[src/rtl/repl_pkg.sv]
package repl_pkg;

  // Map a 2-bit random value onto the three ways other than 'mru',
  // taken in ascending order; value 3 folds onto the first candidate.
  function automatic logic [1:0] skip_mru(input logic [1:0] mru,
                                          input logic [1:0] rnd);
    logic [1:0] pos;
    pos = (rnd == 2'd3) ? 2'd0 : rnd;
    return (pos >= mru) ? pos + 2'd1 : pos;
  endfunction

endpackage

[src/rtl/repl_rst_sync.sv]
module repl_rst_sync (
  input  logic clk,
  input  logic rst_n,
  output logic rst_sync_n
);
  logic [1:0] sync_q;

  always_ff @(posedge clk or negedge rst_n) begin
    if (!rst_n) sync_q <= 2'b00;
    else        sync_q <= {sync_q[0], 1'b1};
  end

  assign rst_sync_n = sync_q[1];
endmodule

[src/rtl/repl_state_array.sv]
module repl_state_array #(
  parameter int SETS  = 64,
  parameter int WAYS  = 4,
  parameter int SET_W = 6,
  parameter int WAY_W = 2
) (
  input  logic             clk,
  input  logic             rst_n,
  input  logic             flush,
  input  logic             wr_en,
  input  logic             wr_fill,
  input  logic [SET_W-1:0] sel_set,
  input  logic [WAY_W-1:0] wr_way,
  output logic [WAYS-1:0]  rd_valid,
  output logic [WAY_W-1:0] rd_ptr
);
  // Two-way keeps the least recent way, four-way keeps the most recent.
  localparam bit PTR_IS_LRU = (WAYS == 2);

  logic [WAYS-1:0]  valid_q [SETS];
  logic [WAYS-1:0]  valid_d [SETS];
  logic [WAY_W-1:0] ptr_q   [SETS];
  logic [WAY_W-1:0] ptr_d   [SETS];
  logic             upd_en;

  assign upd_en = flush | wr_en;

  always_comb begin
    valid_d = valid_q;
    ptr_d   = ptr_q;
    if (flush) begin
      for (int s = 0; s < SETS; s++) begin
        valid_d[s] = '0;
        ptr_d[s]   = '0;
      end
    end else if (wr_en) begin
      ptr_d[sel_set] = PTR_IS_LRU ? ~wr_way : wr_way;
      if (wr_fill) valid_d[sel_set][wr_way] = 1'b1;
    end
  end

  always_ff @(posedge clk or negedge rst_n) begin
    if (!rst_n) begin
      for (int s = 0; s < SETS; s++) begin
        valid_q[s] <= '0;
        ptr_q[s]   <= '0;
      end
    end else if (upd_en) begin
      valid_q <= valid_d;
      ptr_q   <= ptr_d;
    end
  end

  assign rd_valid = valid_q[sel_set];
  assign rd_ptr   = ptr_q[sel_set];
endmodule

[src/rtl/repl_victim_sel.sv]
module repl_victim_sel
  import repl_pkg::*;
#(
  parameter int WAYS  = 4,
  parameter int WAY_W = 2
) (
  input  logic [WAYS-1:0]  valid,
  input  logic [WAY_W-1:0] ptr,
  input  logic [1:0]       rnd,
  output logic [WAY_W-1:0] victim,
  output logic [WAY_W-1:0] mru
);
  logic             any_free;
  logic [WAY_W-1:0] free_way;
  logic [WAY_W-1:0] policy_way;

  // Lowest-numbered invalid way wins.
  always_comb begin
    any_free = 1'b0;
    free_way = '0;
    for (int w = WAYS - 1; w >= 0; w--) begin
      if (!valid[w]) begin
        any_free = 1'b1;
        free_way = WAY_W'(w);
      end
    end
  end

  generate
    if (WAYS == 4) begin : g_mru_protect
      assign mru        = ptr;
      assign policy_way = skip_mru(ptr, rnd);
    end else begin : g_lru_bit
      logic unused_rnd;
      assign unused_rnd = ^rnd;
      assign mru        = ~ptr;
      assign policy_way = ptr;
    end
  endgenerate

  assign victim = any_free ? free_way : policy_way;
endmodule

[src/rtl/repl_tracker.sv]
module repl_tracker #(
  parameter int SETS  = 64,
  parameter int WAYS  = 4,
  parameter int SET_W = $clog2(SETS),
  parameter int WAY_W = $clog2(WAYS)
) (
  input  logic             clk,
  input  logic             rst_n,
  input  logic             flush,
  input  logic             acc_valid,
  input  logic             acc_hit,
  input  logic [SET_W-1:0] acc_set,
  input  logic [WAY_W-1:0] acc_way,
  input  logic [1:0]       rnd,
  output logic [WAY_W-1:0] vic_way,
  output logic [WAY_W-1:0] mru_way,
  output logic [WAYS-1:0]  set_valid
);
  logic             rst_sync_n;
  logic             wr_en;
  logic             wr_fill;
  logic [WAY_W-1:0] wr_way;
  logic [WAY_W-1:0] cur_ptr;

  repl_rst_sync u_rst (
    .clk        (clk),
    .rst_n      (rst_n),
    .rst_sync_n (rst_sync_n)
  );

  assign wr_en   = acc_valid & ~flush;
  assign wr_fill = ~acc_hit;
  assign wr_way  = acc_hit ? acc_way : vic_way;

  repl_state_array #(
    .SETS (SETS), .WAYS (WAYS), .SET_W (SET_W), .WAY_W (WAY_W)
  ) u_state (
    .clk      (clk),
    .rst_n    (rst_sync_n),
    .flush    (flush),
    .wr_en    (wr_en),
    .wr_fill  (wr_fill),
    .sel_set  (acc_set),
    .wr_way   (wr_way),
    .rd_valid (set_valid),
    .rd_ptr   (cur_ptr)
  );

  repl_victim_sel #(
    .WAYS (WAYS), .WAY_W (WAY_W)
  ) u_vsel (
    .valid  (set_valid),
    .ptr    (cur_ptr),
    .rnd    (rnd),
    .victim (vic_way),
    .mru    (mru_way)
  );
endmodule

[config.mk]
export PLATFORM = sky130hd
export DESIGN_NAME = repl_tracker
export DESIGN_NICKNAME = d
export VERILOG_FILES = /design/src/rtl/repl_pkg.sv /design/src/rtl/repl_rst_sync.sv /design/src/rtl/repl_state_array.sv /design/src/rtl/repl_victim_sel.sv /design/src/rtl/repl_tracker.sv
export SDC_FILE = /design/constraint.sdc
export NUM_CORES = 1
export LEC_CHECK = 0
export ABC_AREA = 0
export BUFFER_PORTS_ARGS = -buffer_cell sky130_fd_sc_hd__clkbuf_2
export CAP_MARGIN = 20
export CORE_MARGIN = 3
export CORE_UTILIZATION = 60
export CTS_CLUSTER_DIAMETER = 30
export DETAILED_ROUTE_END_ITERATION = 12
export PLACE_DENSITY_LB_ADDON = 0.1
export RECOVER_POWER = 25
export SETUP_SLACK_MARGIN = 0.4
export SLEW_MARGIN = 15
export SYNTH_ARGS = -nofsm -noshare
export SYNTH_HDL_FRONTEND = slang
export SYNTH_HIERARCHICAL = 1
export SYNTH_SLANG_ARGS = --single-unit
[constraint.sdc]
create_clock -name clk -period 17.7 [get_ports clk]
set_input_delay 2.655 -clock clk [delete_from_list [all_inputs] [get_ports clk]]
set_output_delay 2.655 -clock clk [all_outputs]
set_load 0.05 [all_outputs]
==> results of run 1 <==
-- how the worst min path moves through the flow --
stage,start,endpoint,slack [ps],depth (start not counted)
2_1_floorplan,u_rst/sync_q[0],u_rst/sync_q[1],330,0
3_5_place_dp,u_rst/sync_q[0],u_rst/sync_q[1],340,0
5_1_grt,u_rst/sync_q[0],u_rst/sync_q[1],350,0
3_3_place_gp,u_rst/sync_q[1],u_state/valid_q[41],340,0
4_1_cts,u_rst/sync_q[1],u_state/valid_q[14],350,0
6_report,u_rst/sync_q[0],u_rst/sync_q[1],350,0
-- layout make-up --
class | count | area (um^2) | area share, %
clock buffers | 99 | 2237 | 10.44
clock inverters | 55 | 834.6 | 3.894
inverters | 11 | 41.29 | 0.1927
multi-input cells | 1428 | 7704 | 35.95
flip-flops and latches | 386 | 9659 | 45.08
well taps | 390 | 488.0 | 2.277
repair buffers | 64 | 465.4 | 2.172
-- state kept, by name, indices dropped and copies added (netlist names) --
register and count:
u_rst/sync_q 2, u_state/ptr_q 128, u_state/valid_q 256
-- cell usage after synthesis, drive strengths merged (2+ instances only) --
master	n
nand2b	3
o32ai	3
buf	54
or4	4
a31oi	3
nor3b	2
inv	10
o221ai	10
nand3	70
ha	4
nor2	396
and3b	3
nor2b	8
nor3	19
mux2	14
a222oi	3
a221o	3
a221oi	67
a22oi	63
nor4	2
mux4	13
a22o	6
and2	4
a21oi	386
a211oi	7
o22ai	18
clkbuf	133
o2111ai	3
o21ai	82
mux2i	34
and3	4
a21o	4
dfrtp	386
nand2	180
-- per-layer routing --
metal	up-vias	part of all wire (%)	wire length (um)	track usage, %
met2	1253	45	27350	55.24
li1	7058	-	-	-
met4	0	5.6	3385	19.62
met1	8180	37	22460	50.10
met3	264	12	7468	9.672
met5	-	0	0	0
-- cell usage in the layout, fill, tap and decap left out, types with 4 or more instances in the layout --
master,n
clkbuf_1,10
a211oi_1,5
mux4_2,13
dfrtp_1,386
ha_1,4
clkinvlp_4,7
inv_1,9
mux2i_1,34
a221oi_1,67
inv_6,6
or4_1,4
o21ai_0,80
a21oi_1,386
clkbuf_8,10
clkinv_2,11
o221ai_1,9
nand2_1,179
nor2b_1,4
o22ai_1,18
clkbuf_16,83
nor3_1,18
nand3_1,70
nor2_1,392
a22o_1,6
buf_4,38
mux2_2,14
clkbuf_2,17
nor2b_2,4
a22oi_1,62
bufinv_16,16
a21o_1,4
clkinv_4,10
-- cells by family after synthesis --
logic type / after synthesis / share of synthesized area (%)
flip-flops: 386 / 53.19
other: 1 / 0.02065
buffers and inverters: 198 / 4.637
AND/OR/NAND/NOR: 698 / 15.67
AO/OA/AOI/OAI: 664 / 21.85
adder cells (fa/ha/maj): 4 / 0.2756
multiplexers: 61 / 4.355
-- stage by stage --
stage	hold slack [ps]	setup slack, ps	utilization [%]
6_report	348.4	8263	72.11
5_1_grt	352.3	8172	72.11
4_1_cts	350.0	8370	71.97
3_5_place_dp	339.7	8404	61.64
3_3_place_gp	338.7	8451	61.64
2_1_floorplan	331.2	6145	-
-- worst reg2reg max path: stages (launching register included) --
cell and delay, ps:
dfrtp_1 1550, clkbuf_1 2830, clkbuf_1 1030, buf_16 370
-- power groups by stage --
stage / Combinational [mW] / Clock (mW) / Sequential, mW
floorplan: 0.0977 / 0 / 0.915
global placement: 0.157 / 0 / 0.905
detailed placement: 0.158 / 0 / 0.905
CTS: 0.159 / 1.69 / 0.891
global route: 0.172 / 1.74 / 0.890
finish: 0.165 / 1.68 / 0.891
==> summary.md, run 1 <==
| Metric | Value |
|---|---|
| Status | `finished with violations` |
| Failing checks | `capacitance limit, slew limit` |
| Yosys top cell area share | `53.19%` |
| Setup crit start kind | `primary input` |
| Post-synth EDFFs | `0` |
| Mapped Avg Cell Area | `9.025 um^2` |
| Most common flop cell mapped by yosys | `dfrtp_1` |
| Sequential Power Share | `32.6%` |
| Asr flop ratio synth | `100.0%` |
| Worst hold path class | `reg -> reg` |
| Clk slew on worst S/H paths | `50 ps` |
| Post-DP HPWL | `35.41 mm` |
| Non-Filler Instances | `2,433` |
| H-tree Lvls | `3` |
| DIE HEIGHT | `180.0 um` |
| MaxCap Viol Count | `3` |
| Clock buffer depth | `3` |
| GRT Total Usage | `36.98%` |
| Post-synth net total | `2,031` |
| Top cell type by total area after synthesis | `dfrtp_1` |
| Cells after synthesis | `2,012` |
| Min cycle time layout | `9437 ps` |
| Setup CP Type | `in -> out` |
| Critical path data required time | `15,050 ps` |
| Placed Area | `0.01832 mm^2` |
| Cell internal pwr | `2.064 mW` |
| Antenna diodes | `0` |
| CORE AREA | `0.02972 mm^2` |
| Worst Max-Slew Pin Slew | `3874 ps` |
| TNS Setup | `0 ps` |
| Synth warn | `6` |
| Starting density of the core | `61.10%` |
| VDD IR max | `0.0001322 V` |
| Slowest stage delay, CP | `700 ps` |
| Distinct cells, synth | `56` |
| CP top delay family | `buffers and inverters` |
| Logic pwr share | `6.0%` |
| IO Port Bufs | `22` |
| Area Growth Syn to Fin | `18.01%` |
| Mapped cell area | `0.01816 mm^2` |
| Post-cts sizing count | `0` |
| Sequential area share after synthesis | `53.19%` |
| Largest net degree at the start of global routing | `116` |
| Drt pass-1 iters | `7` |
| Worst-Skew Late Latency | `600 ps` |
| Inst Count DP | `2,277` |
| CP arrival | `6780 ps` |
| GPL Wtd Cong | `0.9824` |
| CTS sink count | `386` |
| CP max-delay cell | `buf_4` |
| First-pass GRT wire length | `94.51 mm` |
| Worst r2r src | `u_rst/sync_q[1]` |
| Vias | `16,760` |
| Crit Reg-Reg Endpoint | `u_state/valid_q[84]` |
| Maximum fanout along the worst path | `43` |
| Design area | `0.02143 mm^2` |
| TritonCTS clock tree | `done` |
| Hold_buf cts | `0` |
| Fillers | `2,097` |
| Crit. End Element | `primary output` |
| Row Count | `63` |
| Share of total power in the clock network | `61.4%` |
| Final Hold Vio Count | `0` |
| Post-DRT Antenna Nets | `0` |
| Residual DRC count | `0` |
| Die area | `0.03239 mm^2` |
| Vias/cell | `6.887` |
| Clock Skew | `20.14 ps` |
| Total power | `2.734 mW` |
| Crit path top cell by count | `buf_4` |
| Net Sw Power | `0.6704 mW` |
| DR WL/cell | `24.94 um` |
| Max-slew violation count | `195` |
| CP endpoint | `vic_way[0]` |
| Initial antenna violation count | `0` |
| Synth top area cells | `dfrtp_1 53%, a21oi_1 11%, nor2_1 8.2%, nand2_1 3.7%, a221oi_1 3.2%` |
| Vias in the first global route | `16,410` |
| Finish-stage setup viols | `0` |
| Fmax | `0.1060 GHz` |
| Part of the cycle the worst path needs | `53.32%` |
| Power per cell area | `127.6 mW/mm^2` |
| Register bit total from synthesis | `386` |
| Worst path cell trace | `buf_2 -> buf_4 -> nor2_4 -> buf_4 -> a22oi_1 -> o221ai_2 -> a221o_1 -> a21o_1 -> or4_1 -> and3_1 -> a211oi_2 -> clkbuf_2` |
| Critical Path Start | `acc_set[0]` |
| Inserted Clock Buffers | `82` |
| Leakage power | `9.177 nW` |
| Worst relative slew slack | `-158.3%` |
| Final WL | `60.67 mm` |
| Worst path depth | `12` |
| IO Pins | `23` |
| Total grt overflow | `0` |
| Setup Buffers After CTS | `0` |
| CP Buf/Inv Count | `4` |
| Share of layout cells above drive strength 1 | `12.53%` |
| R2R depth | `3` |
| Starting DRC count in detailed routing | `2,533` |
| Final nets | `1,992` |
| Reg-to-reg slack, setup | `12,060 ps` |
| RSZ-0062 raised after global routing | `false` |
| Die Wd | `180.0 um` |
| Switching share of power | `24.52%` |
| Root buf cell | `clkbuf_16` |
(Power assumes the default switching activity.)
==> run 2: changes to the inputs <==
--- a/config.mk
+++ b/config.mk
@@ -9,7 +9,7 @@
 export BUFFER_PORTS_ARGS = -buffer_cell sky130_fd_sc_hd__clkbuf_2
 export CAP_MARGIN = 20
 export CORE_MARGIN = 3
-export CORE_UTILIZATION = 60
+export CORE_UTILIZATION = 57
 export CTS_CLUSTER_DIAMETER = 30
 export DETAILED_ROUTE_END_ITERATION = 12
 export PLACE_DENSITY_LB_ADDON = 0.1
==> constraint.sdc (replaced) <==
create_clock -name clk -period 7.6 [get_ports clk]
set_input_delay 1.14 -clock clk [delete_from_list [all_inputs] [get_ports clk]]
set_output_delay 1.14 -clock clk [all_outputs]
set_load 0.05 [all_outputs]
==> run 2 against run 1 <==
The run still ends with capacitance limit, slew limit left. Core utilization decreased by 2.4 points. Clock power increased by 130%. Worst hold slack got worse by 31 ps. Power increased by 130%. Critical path depth unchanged. Critical path type unchanged.
==> summary.md, run 2 (synthesis gave the netlist of run 1 again) <==
| Metric | Value |
|---|---|
| Fillers | `2,384` |
| Slowest stage delay, CP | `880 ps` |
| TritonCTS clock tree | `done` |
| Min cycle time layout | `6104 ps` |
| Fmax | `0.1638 GHz` |
| Post-cts sizing count | `0` |
| Max-slew violation count | `200` |
| Non-Filler Instances | `2,454` |
| IO Pins | `23` |
| VDD IR max | `0.0002365 V` |
| Antenna diodes | `0` |
| CP arrival | `4960 ps` |
| CP max-delay cell | `and2_1` |
| Share of layout cells above drive strength 1 | `12.97%` |
| Root buf cell | `clkbuf_16` |
| Finish-stage setup viols | `0` |
| GPL Wtd Cong | `0.9242` |
| Area Growth Syn to Fin | `19.00%` |
| Final WL | `61.02 mm` |
| Worst Max-Slew Pin Slew | `3734 ps` |
| IO Port Bufs | `22` |
| Hold WS | `317.2 ps` |
| Vias/cell | `6.744` |
| Vias | `16,550` |
| Clock Skew | `18.27 ps` |
| Clock buffer depth | `3` |
| Residual DRC count | `0` |
| Post-DRT Antenna Nets | `0` |
| MaxCap Viol Count | `2` |
| Worst path cell trace | `buf_2 -> and2_1 -> a221oi_1 -> nor2_1 -> a211oi_1 -> a211oi_1 -> or4_1 -> ha_1 -> nand2b_4 -> a21o_1 -> a211oi_2 -> clkbuf_2` |
| H-tree Lvls | `3` |
| Leakage power | `9.278 nW` |
| Maximum fanout along the worst path | `21` |
| Most frequent cells in the layout | `392 x nor2_1, 386 x dfrtp_1, 386 x a21oi_1` |
| Worst-Skew Late Latency | `600 ps` |
| Failing checks | `capacitance limit, slew limit` |
| Starting DRC count in detailed routing | `2,332` |
| First-pass GRT wire length | `95.19 mm` |
| Part of the cycle the worst path needs | `80.31%` |
| Biggest register | `u_state/valid_q` |
| Post-DP HPWL | `35.83 mm` |
| Setup crit start kind | `primary input` |
| Sequential Area | `0.009659 mm^2` |
| Multi-input gate area | `0.007706 mm^2` |
| DR WL/cell | `24.87 um` |
| Row Count | `64` |
| Die Wd | `184.5 um` |
| Inserted Clock Buffers | `85` |
| CTS sink count | `386` |
| Total grt overflow | `0` |
| GRT Total Usage | `36.24%` |
| Drt pass-1 iters | `6` |
| Largest regs | `u_state/valid_q x256, u_state/ptr_q x128, u_rst/sync_q x2` |
| TNS Setup | `0 ps` |
| Setup CP Type | `in -> out` |
| Most common cell after layout, fill and taps aside | `nor2_1` |
| Hold_buf cts | `0` |
| Crit path top cell by count | `a211oi_1` |
| Largest net degree at the start of global routing | `188` |
| Max reg flops | `256` |
| Starting density of the core | `58.60%` |
| Setup Buffers After CTS | `0` |
| Crit. End Element | `primary output` |
| Initial antenna violation count | `0` |
| Worst relative slew slack | `-149.0%` |
| Die area | `0.03403 mm^2` |
| Final nets | `2,009` |
| Final Hold Vio Count | `0` |
| CORE AREA | `0.03099 mm^2` |
| RSZ-0062 raised after global routing | `false` |
| Status | `finished with violations` |
| Worst hold path class | `in -> async` |
| Critical path data required time | `6460 ps` |
| Clk slew on worst S/H paths | `50 ps` |
| DIE HEIGHT | `184.5 um` |
| Vias in the first global route | `16,460` |
| Inst Count DP | `2,296` |
| Power per cell area | `292.8 mW/mm^2` |
-- run 2: cell count changes in the layout (fill, tap and decap cells not counted), sizes merged --
| cell | delta |
|---|---|
| buf | +16 |
| clkbuf | +10 |
| inv | -6 |
| bufinv | -3 |
| clkinv | -1 |
| clkinvlp | -1 |
-- run 2: worst paths after layout --
| check | cells past startpoint | slack [ps] | endpoint | startpoint |
|---|---|---|---|---|
| setup reg to reg | 1 | 2300 | u_state/ptr_q[88] | u_rst/sync_q[1] |
| hold reg to reg | 0 | 350 | u_rst/sync_q[1] | u_rst/sync_q[0] |
| min in group clk | 0 | 350 | u_rst/sync_q[1] | u_rst/sync_q[0] |
| hold / removal | 1 | 320 | u_rst/sync_q[0] | rst_n |
| max in group asynchronous | 1 | 2300 | u_state/ptr_q[88] | u_rst/sync_q[1] |
| setup / recovery | 12 | 1500 | vic_way[0] | acc_set[0] |
-- run 2: report_power, final --
part	leakage [nW]	internal, mW	total [mW]	switching (mW)
combinational	2.41	0.0800	0.408	0.328
sequential	5.39	2.07	2.08	0.00816
clock	1.48	2.64	3.84	1.20
-- run 2: through the flow --
step	worst slack (ps)	util (%)	cell area [um^2]	total power, mW
2_1_floorplan	1299	-	18160	2.358
3_3_place_gp	1225	59.72	18510	2.494
3_5_place_dp	1015	59.77	18520	2.498
4_1_cts	1382	69.61	21570	6.349
5_1_grt	1341	69.73	21610	6.496
6_report	1496	69.73	21610	6.328
-- run 2: area by class of cell --
type                            instances  area share, %
Clock buffer                          111          10.94
Inverter                               11         0.1911
Clock inverter                         44          3.173
Multi-Input combinational cell       1428          35.66
Timing Repair Buffer                   78          3.040
Tap cell                              396          2.293
Sequential cell                       386          44.70
-- run 2: critical path, delay by kind of cell --
kind,cells,cell delay (ps)
compound gates,5,1210
simple gates,4,1420
fa+ha+maj,1,240
buf+inv,2,940
-- run 2: metal layers --
layer | GRT usage (%) | vias up | part of all wire [%]
li1 | - | 7089 | -
met1 | 49.49 | 8169 | 39
met2 | 53.88 | 1080 | 44
met3 | 7.894 | 213 | 11
met4 | 20.93 | 0 | 6.0
met5 | 0 | - | 0
